**config.mk**
```make
export PLATFORM = sky130hd
export DESIGN_NAME = fgc_classifier
export DESIGN_NICKNAME = d
export VERILOG_FILES = /design/src/rtl/fgc_pkg.sv /design/src/rtl/fgc_decode.sv /design/src/rtl/fgc_prio.sv /design/src/rtl/fgc_classifier.sv
export SDC_FILE = /design/constraint.sdc
export NUM_CORES = 1
export LEC_CHECK = 0
export ABC_CLOCK_PERIOD_IN_PS = 4500
export BUFFER_PORTS_ARGS = -buffer_cell sky130_fd_sc_hd__buf_2
export CAP_MARGIN = 10
export CORE_AREA = 5 5 42 44
export DETAILED_ROUTE_END_ITERATION = 16
export DIE_AREA = 0 0 47 49
export PLACE_DENSITY_LB_ADDON = 0.2
export SETUP_SLACK_MARGIN = 0.02
export SKIP_CTS_REPAIR_TIMING = 1
export SLEW_MARGIN = 20
export SYNTH_ARGS = -nofsm -noshare
export SYNTH_HDL_FRONTEND = slang
export SYNTH_SLANG_ARGS = --single-unit
```
**constraint.sdc**
```tcl
create_clock -name clk -period 4.5 [get_ports clk]
set_clock_uncertainty 0.1 [all_clocks]
set_input_delay 0.675 -clock clk [delete_from_list [all_inputs] [get_ports clk]]
set_output_delay 0.675 -clock clk [all_outputs]
set_load 0.01 [all_outputs]
```
**src/rtl/fgc_pkg.sv**
```systemverilog
package fgc_pkg;

  localparam int VER_W   = 2;
  localparam int TYPE_W  = 2;
  localparam int SUB_W   = 4;
  localparam int CODE_W  = 7;

  localparam logic [TYPE_W-1:0] FT_MGMT = 2'd0;
  localparam logic [TYPE_W-1:0] FT_CTRL = 2'd1;
  localparam logic [TYPE_W-1:0] FT_DATA = 2'd2;
  localparam logic [TYPE_W-1:0] FT_RSVD = 2'd3;

  localparam logic [SUB_W-1:0] SUB_NULL  = 4'd4;
  localparam logic [SUB_W-1:0] SUB_QNULL = 4'd12;

  localparam logic [CODE_W-1:0] GC_NDP       = 7'd0;
  localparam logic [CODE_W-1:0] GC_MCAST     = 7'd1;
  localparam logic [CODE_W-1:0] GC_UCAST     = 7'd2;
  localparam logic [CODE_W-1:0] GC_NULL      = 7'd3;
  localparam logic [CODE_W-1:0] GC_MGMT_BASE = 7'd4;
  localparam logic [CODE_W-1:0] GC_CTRL_BASE = 7'd20;
  localparam logic [CODE_W-1:0] GC_UNSUP     = 7'd36;
  localparam logic [CODE_W-1:0] GC_PHYERR    = 7'd37;
  localparam logic [CODE_W-1:0] GC_QNULL     = 7'd38;
  localparam logic [CODE_W-1:0] GC_QNULL_TB  = 7'd39;
  localparam logic [CODE_W-1:0] GC_MAX       = 7'd39;

  // Categories, listed from highest to lowest priority.
  typedef enum logic [2:0] {
    K_PHYERR = 3'd0,
    K_NDP    = 3'd1,
    K_UNSUP  = 3'd2,
    K_NULL   = 3'd3,
    K_QNULL  = 3'd4,
    K_DATA   = 3'd5,
    K_MGMT   = 3'd6,
    K_CTRL   = 3'd7
  } fgc_kind_e;

  localparam int NUM_KINDS = 8;

  typedef struct packed {
    logic [VER_W-1:0]  ver;
    logic [TYPE_W-1:0] ftype;
    logic [SUB_W-1:0]  sub;
    logic              phy_err;
    logic              ndp;
    logic              mcast;
    logic              tb;
  } fgc_in_t;

  // Codes for management and control frames: base plus subtype.
  function automatic logic [CODE_W-1:0] fgc_offset_code(
      input logic [CODE_W-1:0] base, input logic [SUB_W-1:0] sub);
    return base + {{(CODE_W-SUB_W){1'b0}}, sub};
  endfunction

  function automatic logic fgc_supported(input fgc_in_t f);
    return (f.ver == '0) && (f.ftype != FT_RSVD);
  endfunction

endpackage

```
**src/rtl/fgc_decode.sv**
```systemverilog
module fgc_decode
  import fgc_pkg::*;
(
  input  fgc_in_t              f,
  output logic [NUM_KINDS-1:0] hits
);
  logic supp;
  logic is_data;

  assign supp    = fgc_supported(f);
  assign is_data = supp && (f.ftype == FT_DATA);

  always_comb begin
    hits           = '0;
    hits[K_PHYERR] = f.phy_err;
    hits[K_NDP]    = f.ndp;
    hits[K_UNSUP]  = !supp;
    hits[K_NULL]   = is_data && (f.sub == SUB_NULL);
    hits[K_QNULL]  = is_data && (f.sub == SUB_QNULL);
    hits[K_DATA]   = is_data;
    hits[K_MGMT]   = supp && (f.ftype == FT_MGMT);
    hits[K_CTRL]   = supp && (f.ftype == FT_CTRL);
  end
endmodule

```
**src/rtl/fgc_prio.sv**
```systemverilog
module fgc_prio
  import fgc_pkg::*;
(
  input  logic [NUM_KINDS-1:0] hits,
  input  fgc_in_t              f,
  output fgc_kind_e            win,
  output logic [CODE_W-1:0]    code
);
  // Lowest index set wins.
  always_comb begin
    win = K_UNSUP;
    for (int i = NUM_KINDS - 1; i >= 0; i--) begin
      if (hits[i]) win = fgc_kind_e'(i[2:0]);
    end
  end

  always_comb begin
    unique case (win)
      K_PHYERR: code = GC_PHYERR;
      K_NDP:    code = GC_NDP;
      K_UNSUP:  code = GC_UNSUP;
      K_NULL:   code = GC_NULL;
      K_QNULL:  code = f.tb ? GC_QNULL_TB : GC_QNULL;
      K_DATA:   code = f.mcast ? GC_MCAST : GC_UCAST;
      K_MGMT:   code = fgc_offset_code(GC_MGMT_BASE, f.sub);
      K_CTRL:   code = fgc_offset_code(GC_CTRL_BASE, f.sub);
      default:  code = GC_UNSUP;
    endcase
  end
endmodule

```
**src/rtl/fgc_classifier.sv**
```systemverilog
module fgc_classifier
  import fgc_pkg::*;
(
  input  logic                clk,
  input  logic                rst_n,
  input  logic                in_valid,
  input  logic [VER_W-1:0]    in_proto_ver,
  input  logic [TYPE_W-1:0]   in_ftype,
  input  logic [SUB_W-1:0]    in_subtype,
  input  logic                in_phy_err,
  input  logic                in_ndp,
  input  logic                in_mcast,
  input  logic                in_tb_ppdu,
  output logic                out_valid,
  output logic [CODE_W-1:0]   out_group
);
  fgc_in_t              fin;
  logic [NUM_KINDS-1:0] hits;
  fgc_kind_e            win;
  logic [CODE_W-1:0]    next_code;
  logic                 capture;

  assign fin = '{ver: in_proto_ver, ftype: in_ftype, sub: in_subtype,
                 phy_err: in_phy_err, ndp: in_ndp, mcast: in_mcast,
                 tb: in_tb_ppdu};

  assign capture = in_valid;

  fgc_decode u_dec (.f(fin), .hits(hits));

  fgc_prio u_prio (.hits(hits), .f(fin), .win(win), .code(next_code));

  always_ff @(posedge clk) begin
    if (!rst_n) begin
      out_valid <= 1'b0;
      out_group <= '0;
    end else begin
      out_valid <= capture;
      if (capture) out_group <= next_code;
    end
  end
endmodule

```
==> impl_metrics.ini <==
[status]
outcome = complete, no violations

[yosys]
ys_seq_area_share_pct = 25.8
synth_cells = 64
ys_warn_count = 0
synthArstFlopShare_pct = 0
synthFlopType = dfxtp_1
synth_top_area_cell = dfxtp_1
ys_seq_elements = 7
synth_fp_nets = 81
yosysUniqueCellTypes = 35
syn_area_sq_um = 543
syn_area_per_cell_sq_um = 8.48
ys_top_cells_by_area = dfxtp_1 (26%), ha_1 (4.6%), nor4b_4 (4.4%), nand3b_1 (4.1%), nor2_1 (4.1%)
synth_top_cell_area_share_pct = 25.8
synth-edff-count = 0

[clock_tree]
cts_buffer_depth = 2
cts_sinks = 7
cts_tree = built
cts_buffers = 3
h-tree-depth = 1
clock_latency_ns = 0.25
clkTransAtPathRegs_ns = 0.05
root_buffer = clkbuf_4

[detailed_routing]
wire_per_inst_um = 13.2
drt_first_iter_violations = 12
viasPerCell = 5.44
antenna_left = 0
routed_wl_mm = 1.35
drc = 0
vias = 555
dr.pass1.iters = 4

[finish]
areaGrowthSynthToFinish_pct = 25.1
layout-drive-gt1-share_pct = 34.9
final_common_cell = buf_2
final_nets = 104
final_cell_mix = buf_2 (21), dfxtp_1 (7), nor2_1 (6), nand2_1 (4)
diodes = 0
nFillCells = 151
stdcell_count = 102

[hold_path]
hold_path_class = register to register
hold_path_depth = 2
hold_start = out_group[3]$_SDFFE_PN0P_
hold_end = out_group[3]$_SDFFE_PN0P_

[global_routing]
grt_max_degree = 13
antenna_found_initial = 0
grt_overflow = 0
grt_usage_pct = 13.7
grt_pass1_wl_mm = 2.35
grt_pass1_vias = 537

[die]
die_h_um = 49
ios = 23
core-area_sq_mm = 0.00140
die_area_sq_mm = 0.00230
rows = 14
start_util_pct = 38.8
die_width_um = 47

[timing]
rsz0062_at_grt = no
tns_ns = 0
final-hold-violation-count = 0
slew_viol_final = 0
fin_crit_ns = 2.12
fmax_mhz = 472
setup_viol = 0
fin_hold_ws_ns = 0.379
finalCritPeriodShare_pct = 47.1

[placement]
portBuffers = 21
place_congestion = 0.828
placed_cells = 98
dp_hpwl_mm = 1.06

[worst_setup_path]
crit_fanout = 6
critPathLaunch = in_subtype[2]
crit_required_ns = 4.54
ff2ff_path_depth = 4
crit_path_end_kind = register
critical_path.startpoint_type = primary input
worstSetupPathType = primary input to register
rrSetupSlack_ns = 3.22
cp_data_arrival_time_ns = 2.16
r2r_start = out_group[0]$_SDFFE_PN0P_
r2r_end = out_group[0]$_SDFFE_PN0P_

[power_and_ir_drop]
peakVddDrop_uv = 178
power.density_mw_per_mm2 = 234
power.leakage_nw = 0.302

[job]
drv_cap = 0
synthesized netlist by cell type, types with 3 or more instances:
| cell type | count |
|---|---|
| a21oi_1 | 3 |
| dfxtp_1 | 7 |
| inv_1 | 3 |
| nand2_1 | 4 |
| nand2b_1 | 3 |
| nand3b_1 | 3 |
| nor2_1 | 6 |
kinds of logic (layout without fill, tap and decap cells):
family / after synthesis / count (layout) / synth area share [%]
AO/OA/AOI/OAI: 17 / 17 / 23.7
multiplexers: 1 / 1 / 2.07
other: 1 / 1 / 0.691
adder cells (fa/ha/maj): 2 / 2 / 4.61
flip-flops: 7 / 7 / 25.8
AND/OR/NAND/NOR: 30 / 30 / 38.2
buffers and inverters: 6 / 28 / 4.84
how the worst max path moves through the flow:
stage / endpoint / slack (ns)
floorplan: out_group[0]$_SDFFE_PN0P_ / 2.35
global placement: out_group[0]$_SDFFE_PN0P_ / 2.14
detailed placement: out_group[0]$_SDFFE_PN0P_ / 2.11
CTS: out_group[0]$_SDFFE_PN0P_ / 2.38
global route: out_group[4]$_SDFFE_PN0P_ / 2.31
finish: out_group[0]$_SDFFE_PN0P_ / 2.38
cell type report:
cell class / count / area, sq um / area share (%)
Tap cell: 16 / 20.0 / 2.95
Multi-Input combinational cell: 51 / 377 / 55.4
Clock buffer: 4 / 26.3 / 3.87
Inverter: 3 / 11.3 / 1.66
Timing Repair Buffer: 21 / 105 / 15.5
Sequential cell: 7 / 140 / 20.6
critical path: stages:
cell	delay, ns
buf_2	0.12
ha_1	0.20
or4b_4	0.49
a221oi_2	0.40
or4b_1	0.20
o211ai_2	0.07
power by group:
part | internal [W] | switching (W)
clock | 0.0000339 | 0.0000245
sequential | 0.0000647 | 0.000000974
combinational | 0.0000157 | 0.0000193
registers in the layout (all words and copies together), names as in the netlist:
| signal | count |
|---|---|
| out_valid | 1 |
| out_group | 6 |
routing by layer:
layer  up-vias  global-route usage [%]  routed length, um
met5         -                       0                  0
met4         0                    3.69                  5
met3         2                    7.01                 83
met2        14                    19.2                634
met1       257                    18.0                625
li1        282                       -                  -
per-stage QoR:
| stage | power (W) | setup slack (ns) | util [%] | area [sq um] |
|---|---|---|---|---|
| after floorplan | 0.0000868 | 2.35 | - | 543 |
| after global placement | 0.000101 | 2.14 | 46.6 | 653 |
| after detailed placement | 0.000102 | 2.11 | 46.6 | 653 |
| after CTS | 0.000163 | 2.38 | 48.5 | 679 |
| after global routing | 0.000172 | 2.31 | 48.5 | 679 |
| final | 0.000159 | 2.38 | 48.5 | 679 |
(Power assumes the default switching activity.)
